$ cat src/rtl/ovl_pkg.sv
package ovl_pkg;
  localparam int ADDR_W = 32;
  localparam int SEG_W  = 4;
  localparam int OFS_W  = ADDR_W - SEG_W;
  localparam logic [SEG_W-1:0] CODE_SEG = 4'hA;
  localparam logic [SEG_W-1:0] SRAM_SEG = 4'hC;
  localparam int EN_BIT = 31;

  localparam logic [31:0] KEEP_TGT  = 32'h0FFF_FFFF;
  localparam logic [31:0] KEEP_BASE = 32'h8FFF_FFFF;
  localparam logic [31:0] KEEP_MSK  = 32'h0FFF_FFFF;

  typedef enum logic [1:0] {
    SEL_TGT  = 2'd0,
    SEL_BASE = 2'd1,
    SEL_MASK = 2'd2,
    SEL_NONE = 2'd3
  } reg_sel_e;

  typedef struct packed {
    logic             en;
    logic [OFS_W-1:0] tgt;
    logic [OFS_W-1:0] base;
    logic [OFS_W-1:0] msk;
  } window_cfg_t;

  // compare only the bits the mask selects
  function automatic logic ovl_match(input logic [OFS_W-1:0] ofs,
                                     input logic [OFS_W-1:0] tgt,
                                     input logic [OFS_W-1:0] msk);
    return ((ofs ^ tgt) & msk) == '0;
  endfunction

  // masked bits from base, the rest from the incoming offset
  function automatic logic [OFS_W-1:0] ovl_remap(input logic [OFS_W-1:0] ofs,
                                                 input logic [OFS_W-1:0] base,
                                                 input logic [OFS_W-1:0] msk);
    return (base & msk) | (ofs & ~msk);
  endfunction
endpackage

$ cat src/rtl/ovl_cfg_regs.sv
module ovl_cfg_regs
  import ovl_pkg::*;
#(
  parameter int NUM_WIN = 16,
  localparam int IDX_W  = $clog2(NUM_WIN),
  localparam int RA_W   = IDX_W + 2
)(
  input  logic                          clk,
  input  logic                          rst_n,
  input  logic                          we,
  input  logic [RA_W-1:0]               addr,
  input  logic [31:0]                   wdata,
  output logic [31:0]                   rdata,
  output window_cfg_t [NUM_WIN-1:0]     cfg
);
  logic [IDX_W-1:0] addr_win;
  reg_sel_e         addr_sel;
  logic [31:0]      tgt_q  [NUM_WIN];
  logic [31:0]      base_q [NUM_WIN];
  logic [31:0]      msk_q  [NUM_WIN];

  assign addr_win = addr[RA_W-1:2];
  assign addr_sel = reg_sel_e'(addr[1:0]);

  for (genvar w = 0; w < NUM_WIN; w++) begin : g_win
    logic wr_here;
    assign wr_here = we && (addr_win == IDX_W'(w));

    always_ff @(posedge clk or negedge rst_n) begin
      if (!rst_n) begin
        tgt_q[w]  <= '0;
        base_q[w] <= '0;
        msk_q[w]  <= '0;
      end else if (wr_here) begin
        case (addr_sel)
          SEL_TGT:  tgt_q[w]  <= wdata & KEEP_TGT;
          SEL_BASE: base_q[w] <= wdata & KEEP_BASE;
          SEL_MASK: msk_q[w]  <= wdata & KEEP_MSK;
          default:  ;
        endcase
      end
    end

    assign cfg[w].en   = base_q[w][EN_BIT];
    assign cfg[w].tgt  = tgt_q[w][OFS_W-1:0];
    assign cfg[w].base = base_q[w][OFS_W-1:0];
    assign cfg[w].msk  = msk_q[w][OFS_W-1:0];
  end

  always_comb begin
    rdata = '0;
    if (int'(addr_win) < NUM_WIN) begin
      case (addr_sel)
        SEL_TGT:  rdata = tgt_q[addr_win];
        SEL_BASE: rdata = base_q[addr_win];
        SEL_MASK: rdata = msk_q[addr_win];
        default:  rdata = '0;
      endcase
    end
  end
endmodule

$ cat src/rtl/ovl_window_match.sv
module ovl_window_match
  import ovl_pkg::*;
(
  input  window_cfg_t      cfg,
  input  logic             qual,
  input  logic [OFS_W-1:0] ofs,
  output logic             hit
);
  logic cmp_ok;
  assign cmp_ok = ovl_match(ofs, cfg.tgt, cfg.msk);
  assign hit    = qual & cfg.en & cmp_ok;
endmodule

$ cat src/rtl/ovl_first_hit.sv
module ovl_first_hit #(
  parameter int NUM_WIN = 16,
  localparam int IDX_W  = $clog2(NUM_WIN)
)(
  input  logic [NUM_WIN-1:0] vec,
  output logic               any,
  output logic [IDX_W-1:0]   idx
);
  // scan from the top so the lowest set bit is written last
  always_comb begin
    any = 1'b0;
    idx = '0;
    for (int i = NUM_WIN - 1; i >= 0; i--) begin
      if (vec[i]) begin
        any = 1'b1;
        idx = IDX_W'(i);
      end
    end
  end
endmodule

$ cat src/rtl/ovl_redirect.sv
module ovl_redirect
  import ovl_pkg::*;
#(
  parameter int NUM_WIN = 16,
  localparam int IDX_W  = $clog2(NUM_WIN),
  localparam int RA_W   = IDX_W + 2
)(
  input  logic              clk,
  input  logic              rst_n,
  input  logic              cfg_we,
  input  logic [RA_W-1:0]   cfg_addr,
  input  logic [31:0]       cfg_wdata,
  output logic [31:0]       cfg_rdata,
  input  logic              acc_valid,
  input  logic [31:0]       acc_addr,
  input  logic              acc_write,
  input  logic              acc_fetch,
  output logic [31:0]       out_addr,
  output logic              out_write,
  output logic              out_hit,
  output logic [IDX_W-1:0]  out_win
);
  window_cfg_t [NUM_WIN-1:0] cfg;
  logic [NUM_WIN-1:0]        hit_vec;
  logic [NUM_WIN-1:0]        en_vec;
  logic                      qual;
  logic                      any_hit;
  logic [IDX_W-1:0]          win_idx;
  window_cfg_t               sel_cfg;
  logic [OFS_W-1:0]          sel_mask;
  logic [OFS_W-1:0]          acc_ofs;
  logic [OFS_W-1:0]          new_ofs;

  ovl_cfg_regs #(.NUM_WIN(NUM_WIN)) u_regs (
    .clk   (clk),
    .rst_n (rst_n),
    .we    (cfg_we),
    .addr  (cfg_addr),
    .wdata (cfg_wdata),
    .rdata (cfg_rdata),
    .cfg   (cfg)
  );

  assign acc_ofs = acc_addr[OFS_W-1:0];
  assign qual    = acc_valid && !acc_fetch && (acc_addr[ADDR_W-1:OFS_W] == CODE_SEG);

  for (genvar w = 0; w < NUM_WIN; w++) begin : g_match
    assign en_vec[w] = cfg[w].en;
    ovl_window_match u_match (
      .cfg  (cfg[w]),
      .qual (qual),
      .ofs  (acc_ofs),
      .hit  (hit_vec[w])
    );
  end

  ovl_first_hit #(.NUM_WIN(NUM_WIN)) u_prio (
    .vec (hit_vec),
    .any (any_hit),
    .idx (win_idx)
  );

  assign sel_cfg  = cfg[win_idx];
  assign sel_mask = sel_cfg.msk;
  assign new_ofs  = ovl_remap(acc_ofs, sel_cfg.base, sel_mask);

  assign out_hit   = any_hit;
  assign out_win   = any_hit ? win_idx : '0;
  assign out_addr  = any_hit ? {SRAM_SEG, new_ofs} : acc_addr;
  assign out_write = acc_write;
endmodule

$ cat config.mk
export PLATFORM = sky130hd
export DESIGN_NAME = ovl_redirect
export DESIGN_NICKNAME = d
export VERILOG_FILES = /design/src/rtl/ovl_pkg.sv /design/src/rtl/ovl_cfg_regs.sv /design/src/rtl/ovl_window_match.sv /design/src/rtl/ovl_first_hit.sv /design/src/rtl/ovl_redirect.sv
export SDC_FILE = /design/constraint.sdc
export NUM_CORES = 2
export LEC_CHECK = 0
export BUFFER_PORTS_ARGS = -buffer_cell sky130_fd_sc_hd__buf_2
export CAP_MARGIN = 20
export CELL_PAD_IN_SITES_DETAIL_PLACEMENT = 1
export CELL_PAD_IN_SITES_GLOBAL_PLACEMENT = 1
export CORE_MARGIN = 1.5
export CORE_UTILIZATION = 54
export CTS_CLUSTER_DIAMETER = 60
export DETAILED_ROUTE_END_ITERATION = 10
export PLACE_DENSITY_LB_ADDON = 0.05
export SETUP_SLACK_MARGIN = 0.4
export SLEW_MARGIN = 40
export SYNTH_ARGS = -nofsm -noshare
export SYNTH_HDL_FRONTEND = slang
export SYNTH_SLANG_ARGS = --single-unit
$ cat constraint.sdc
create_clock -name clk -period 5.3 [get_ports clk]
set_clock_uncertainty 0.2 [all_clocks]
set_input_delay 0.265 -clock clk [delete_from_list [all_inputs] [get_ports clk]]
set_output_delay 0.265 -clock clk [all_outputs]
set_load 0.01 [all_outputs]
### Yosys cells after proc, flatten, opt, wreduce, memory -nomap -nowiden

Cells that the tools add are included.

| storage, ports and cells | value |
|---|---|
| bits in registers | 1360 |
| bits in latches | 0 |
| bits in writable memories | 0 |
| bits in read-only memories | 0 |
| input bits | 76 |
| output and inout port bits | 70 |
| logic and storage cells | 268 |
| memories | 0 |

| operators by class | value |
|---|---|
| $add $sub $neg | 0 |
| multiply operators | 0 |
| divide/modulo/power cells | 0 |
| $lt $le $gt $ge | 2 |
| equal/unequal tests | 18 |
| shift operators | 0 |
| multiplexer cells | 46 |
| bitwise operators | 69 |
| reductions and logical operators | 85 |

Operators by type and width:

| cell | count |
|---|---|
| AND 28 bit | 18 |
| zero test 28 bit | 16 |
| bitwise XOR 28 bit | 16 |
| binary-select mux 32 bit (select 4 bit) | 3 |
| binary-select mux 85 bit (select 4 bit) | 1 |
| two-way mux 32 bit | 7 |
| one-hot mux 32 bit (3 select lines) | 1 |
| AND reduction 2 bit | 48 |
| two-way mux 4 bit | 17 |
| two-way mux 56 bit | 1 |
| equality test 4 bit, second input constant | 9 |
| AND 1 bit | 32 |
| inverter 28 bit | 1 |
| OR 28 bit | 1 |
| logical AND 1 bit | 18 |
| equality test 4 x 3 -> 1 bit, second input constant | 4 |
| two-way mux 1 bit | 16 |
| equality test 4 x 2 -> 1 bit, second input constant | 2 |
| >= comparator 5 bit, second input constant | 1 |
| less-than comparator 4 x 5 -> 1 bit, second input constant | 1 |
| inverter 4 -> 5 bit | 1 |
| equality test 4 x 1 -> 1 bit, second input constant | 1 |
| zero test 4 bit | 1 |
| equality test 2 x 1 -> 1 bit, second input constant | 1 |
| 3 further kinds | 3 |

### Depth between registers and ports, before layout

| logic depth | value |
|---|---|
| word-level depth | 27 |
| gate-level depth with buffers | 18 |
| depth with buffers taken out | 12 |

### By module

A second synthesis with hierarchy kept.

| unflattened totals | value |
|---|---|
| cells, all modules | 5322 |
| area, all modules | 75502.4 sq um |

By module, submodules not included:

| module | times used | cells an instance | area an instance (sq um) | sequential area each (sq um) |
|---|---|---|---|---|
| ovl_cfg_regs | 1 | 3795 | 61495.2 | 34032.6 |
| ovl_redirect | 1 | 758 | 7502.2 | 0.0 |
| ovl_window_match | 16 | 46 | 395.4 | 0.0 |
| ovl_first_hit | 1 | 33 | 178.9 | 0.0 |

### Least setup slack after synthesis

Ideal clock, no wire load.

| timing path | value |
|---|---|
| kind | in2out |
| start point | in acc_addr[25] |
| end point | out out_addr[27] |
| arrival time | 3.513 ns |
| data required time | 4.835 ns |
| path slack | 1.322 ns |
| stages on the path | 15 |
| buffers on the path | 4 |
| path through | buf_2 buf_2 xor2_1 a22oi_1 nand4_1 nor4_2 a21oi_1 or4_4 a311oi_4 buf_6 clkbuf_1 mux4_2 a221oi_1 a21oi_1 o22a_1 |

| between the ends | value |
|---|---|
| word-level cells in the longest chain between the ends | 26 |
| elaborated cells on any way between the ends | 103 |
| those cells by class | 35 x mux; 52 x bitwise; 16 x reduce/logical |

Ends and longest elaborated chain:

| element | RTL line | source |
|---|---|---|
| start, declared | ovl_redirect.sv:15 | `input logic [31:0] acc_addr,` |
| bitwise XOR 28 bit | ovl_pkg.sv:31 | `return ((ofs ^ tgt) & msk) == '0;` |
| AND 28 bit | ovl_pkg.sv:31 |  |
| zero test 28 bit | ovl_pkg.sv:31 |  |
| AND 1 bit | ovl_window_match.sv:11 | `assign hit = qual & cfg.en & cmp_ok;` |
| two-way mux 4 bit (16 in series) | ovl_first_hit.sv:14 | `if (vec[i]) begin` |
| binary-select mux 85 bit (select 4 bit) | ovl_redirect.sv:63 | `assign sel_cfg = cfg[win_idx];` |
| two-way mux 56 bit (not written as such) | ovl_redirect.sv:63 |  |
| inverter 28 bit | ovl_pkg.sv:38 | `return (base & msk) \| (ofs & ~msk);` |
| AND 28 bit | ovl_pkg.sv:38 |  |
| OR 28 bit | ovl_pkg.sv:38 |  |
| two-way mux 32 bit * | ovl_redirect.sv:69 | `assign out_addr = any_hit ? {SRAM_SEG, new_ofs} : acc_addr;` |
| end, declared | ovl_redirect.sv:18 | `output logic [31:0] out_addr,` |

Mark *: on every way between the ends. The rest lies on a longest branch, timed or not. The select of a mux whose other input is x is not followed.

### Worst setup path after layout

| timing path | value |
|---|---|
| start point | reg u_regs.tgt_q, in the netlist u_regs.cfg[932] |
| end point | out out_addr[16] |

| between the ends | value |
|---|---|
| word-level cells in the longest chain between the ends | 21 |
| elaborated cells on any way between the ends | 33 |
| those cells by class | 25 x mux; 7 x bitwise; 1 x reduce/logical |

Ends and longest elaborated chain:

| element | RTL line | source |
|---|---|---|
| start, declared | ovl_cfg_regs.sv:18 | `logic [31:0] tgt_q [NUM_WIN];` |
| start signal, assigned by index | ovl_cfg_regs.sv:36 | `SEL_TGT: tgt_q[w] <= wdata & KEEP_TGT;` |
| bitwise XOR 28 bit * | ovl_pkg.sv:31 |  |
| AND 28 bit * | ovl_pkg.sv:31 |  |
| zero test 28 bit * | ovl_pkg.sv:31 |  |
| AND 1 bit * | ovl_window_match.sv:11 |  |
| two-way mux 4 bit (11 in series) | ovl_first_hit.sv:14 |  |
| binary-select mux 85 bit (select 4 bit) | ovl_redirect.sv:63 |  |
| two-way mux 56 bit (not written as such) | ovl_redirect.sv:63 |  |
| inverter 28 bit | ovl_pkg.sv:38 |  |
| AND 28 bit | ovl_pkg.sv:38 |  |
| OR 28 bit | ovl_pkg.sv:38 |  |
| two-way mux 32 bit * | ovl_redirect.sv:69 |  |

Marked as above.

==> impl_results.md <==
* Worst Path Max Fanout at 7
* RePlAce Congestion at 1.11
* Setup TNS at -17.20 ns
* Min Tclk post-route at 6.15 ns
* Commonest non-fill, non-tap cell in the layout: mux2_2
* Die Area at 149,000 um2
* GRT overflow at 0
* Critical path depth at 21
* Vias in the first global route at 69,200
* Worst setup EP type: primary output
* Layout cell share with drive strength beyond 1 at a little over half
* Tcrit/Tclk final at 116%
* R2r setup slk at 3.88 ns
* Io pins at 146
* Area share of the largest cell type after synthesis at between 40% and 50%
* Worst-Skew Late Latency at between 0.8 and 0.9 ns
* All-layer global routing usage at 56.2%
* Core ar. at ~150,000 um2
* Initial drt markers at 9,772
* Hold_sp: cfg_wdata[2]
* Crit path max-delay family: buffers and inverters
* Post-synth top area cell: dfrtp_1
* Top cells by area, synth: dfrtp_1, mux2_2, mux4_2
* Clock Tree Buf Depth at 3
* Failing checks: negative setup slack
* Syn avg cell area at 13.1 um2
* P&R area growth vs syn at 22.9%
* Power Density at 355 nW/um2
* Drt first pass iters at 8
* Number of antenna violations at the first check in global routing at 57
* RSZ-0062 raised after global routing: true
* CTS tree: done
* Yosys cell types at 66
* WL/cell at between 50 and 60 um
* Setup Viol. Count Final at 28
* Initial core utilization at 54.4%
* Max Fclk at 0.163 GHz
* Hold Fails Final Rpt at 0
* Die H at 386 um
* Hold path depth at 3
* Slowest-stage cell, CP: nor3b_2
* EDFF count, synth at 0
* Asr flop ratio synth at 100%
* Root buffer selected by CTS: clkbuf_16
* FP Rows at 140
* Worst R2R Start: u_regs.cfg[349]$_DFFE_PN0P_
* Final WL at 435 mm
* Clock-pin slew on the worst setup and hold paths at 0.07 ns
* CP Launch Type: register
* CTS H-tree depth at 4
* Number of CTS-inserted buffers at 160
* Hold WS at 0.0926 ns
* CTS sink count at 1,360
* Final ANT Viol Nets at 0
* Multiplexer share of the synthesized area at 37.2%
* Largest family of logic cells by synthesized area: multiplexers
* Final Worst Setup Slack at -0.847 ns
* Crit path DAT at 5.68 ns
* Hpwl dp at around 270 mm
* CP cell instances: xor2_1 -> a22oi_1 -> nand4_1 -> nor4_2 -> buf_4 -> nor2b_1 -> o21bai_1 -> buf_4 -> a311oi_4 -> buf_6 -> buf_12 -> buf_16 -> buf_12 -> nor3b_2 -> a311oi_2 -> o2bb2ai_2 -> buf_6 -> a21oi_2 -> buf_4 -> mux2_4 -> buf_6
* Most frequent cells in the layout: mux2_2, dfrtp_1, buf_4, mux4_2, xor2_1
* Slew Limit Fails at 0
* Required time worst endpoint at 4.84 ns
* Post-Syn Area at 79,100 um2
* Largest net degree at the start of global routing at 136
* DRC Markers at 0
* Post-place setup slack at -0.796 ns
* Compound-Gate Fraction of Synth Area at 5.77%
* Kind of critical path: reg -> out
* Status: finished with violations
* Sequential share of the synthesized area at 43.0%
* Nets at 6,659
* Worst Setup SP: u_regs.cfg[932]$_DFFE_PN0P_
* PortBufs at 137
* Worst-Margin Slew at around 1.0 ns
* Synth Register Bits at 1,360
* Hold WC Path Type: in -> reg
* Vias at about 70,000
* Post-placement cell area at just under 90,000 um2
* Worst path bufs/invs at 9
* Max FFs per register at 1,360
* Worst slew margin at 31.7%
* Die Width at 386 um
* Post-synthesis simple-gate area fraction at 5.69%
* Synth Area in Adders at 0%
* Util after Layout at 66.8%
* Maximum vdd ir drop at between 0.0003 and 0.0004 V
* Vias/cell at roughly 8
* Design area at 97,200 um2
* Pleak at 0.0426 uW
* Xor and xnor area share after synthesis at between 4 and 5%
* First-pass GRT wire length at roughly 570 mm
* Max Cap Violations at 0
* Syn Inst Count at between 6,000 and 7,000
* RR Endpoint: u_regs.cfg[349]$_DFFE_PN0P_
* Peak per-stage delay on the critical path at 0.54 ns
* Synth Warn # at 0
* Synth Flop Type: dfrtp_1
* Hold path endpoint: u_regs.cfg[540]$_DFFE_PN0P_
* Worst reg2reg path depth at 2
-- per-layer routing --
metal / up-vias / part of all wire (%) / track usage, %
met1: 35100 / 32 / 65.6
met4: 36 / 13 / 50.7
met3: 2788 / 13 / 19.7
li1: 24100 / - / -
met2: 6869 / 42 / 81.5
met5: - / 0.11 / 0.682
-- where the power goes --
| part | switching [uW] | leakage, uW | internal, uW |
|---|---|---|---|
| sequential | 2160 | 0.0181 | 11800 |
| combinational | 4870 | 0.0219 | 3620 |
| clock | 5380 | 0.00268 | 6760 |
-- area by class of cell --
cell class,count,area (um2)
Multi-Input combinational cell,4077,45500
Clock buffer,221,4580
Timing Repair Buffer,974,9670
Antenna cell,26,65.1
Fill cell,13100,48400
Tap cell,1917,2400
Sequential cell,1360,34000
Clock inverter,68,926
Inverter,10,37.5
-- Yosys cell counts (7+ instances only) --
master,instances
o21ai_1,10
o21ai_0,51
a311oi_1,27
nor4_1,46
buf_4,32
nand4_1,133
xor2_1,448
mux2_2,1386
nor2b_1,8
and3_1,28
mux2_1,27
buf_2,97
o211ai_1,29
buf_1,78
a221oi_1,28
a21oi_1,36
nand2_1,365
and2_1,12
buf_6,24
a211oi_1,35
o2bb2ai_1,28
inv_1,10
clkbuf_1,342
or4_1,15
a22oi_1,322
nor3b_1,29
mux2i_1,150
nand2b_1,7
dfrtp_1,1360
nand3_1,179
nor2_1,71
o31ai_1,27
mux4_2,535
-- cell families after synthesis --
logic type             after synthesis
AO/OA/AOI/OAI                      618
XOR/XNOR                           448
buffers and inverters              584
flip-flops                        1360
multiplexers                      2098
other                                1
AND/OR/NAND/NOR                    910
-- worst register-to-register path: cells and delay by family (launching register included) --
family	cells	cell delay, ns
buf+inv	1	0.27
flops	1	0.54
mux	1	0.29
-- how the worst max path moves through the flow --
stage | slack [ns] | endpoint
floorplan | 1.32 | out_addr[27]
global placement | -0.70 | out_addr[1]
detailed placement | -0.80 | out_addr[1]
CTS | -0.35 | out_addr[1]
global route | -0.94 | out_addr[16]
finish | -0.85 | out_addr[16]
-- per-stage QoR --
step / cells / total power, uW
floorplan: 6021 / 16800
global placement: 8156 / 20300
detailed placement: 8159 / 20700
CTS: 8576 / 32900
global route: 8632 / 34800
finish: 8653 / 34500
-- timing repair --
item                                    4_1_cts  5_1_grt
resized for setup                           428      227
endpoints found under the setup margin       28       28
hold buffers                                 28        0
setup buffers                                88       44
pin swaps                                    98       85
hold endpoints to repair                   1547        0
cloned                                       12        4
(Power assumes the default switching activity.)
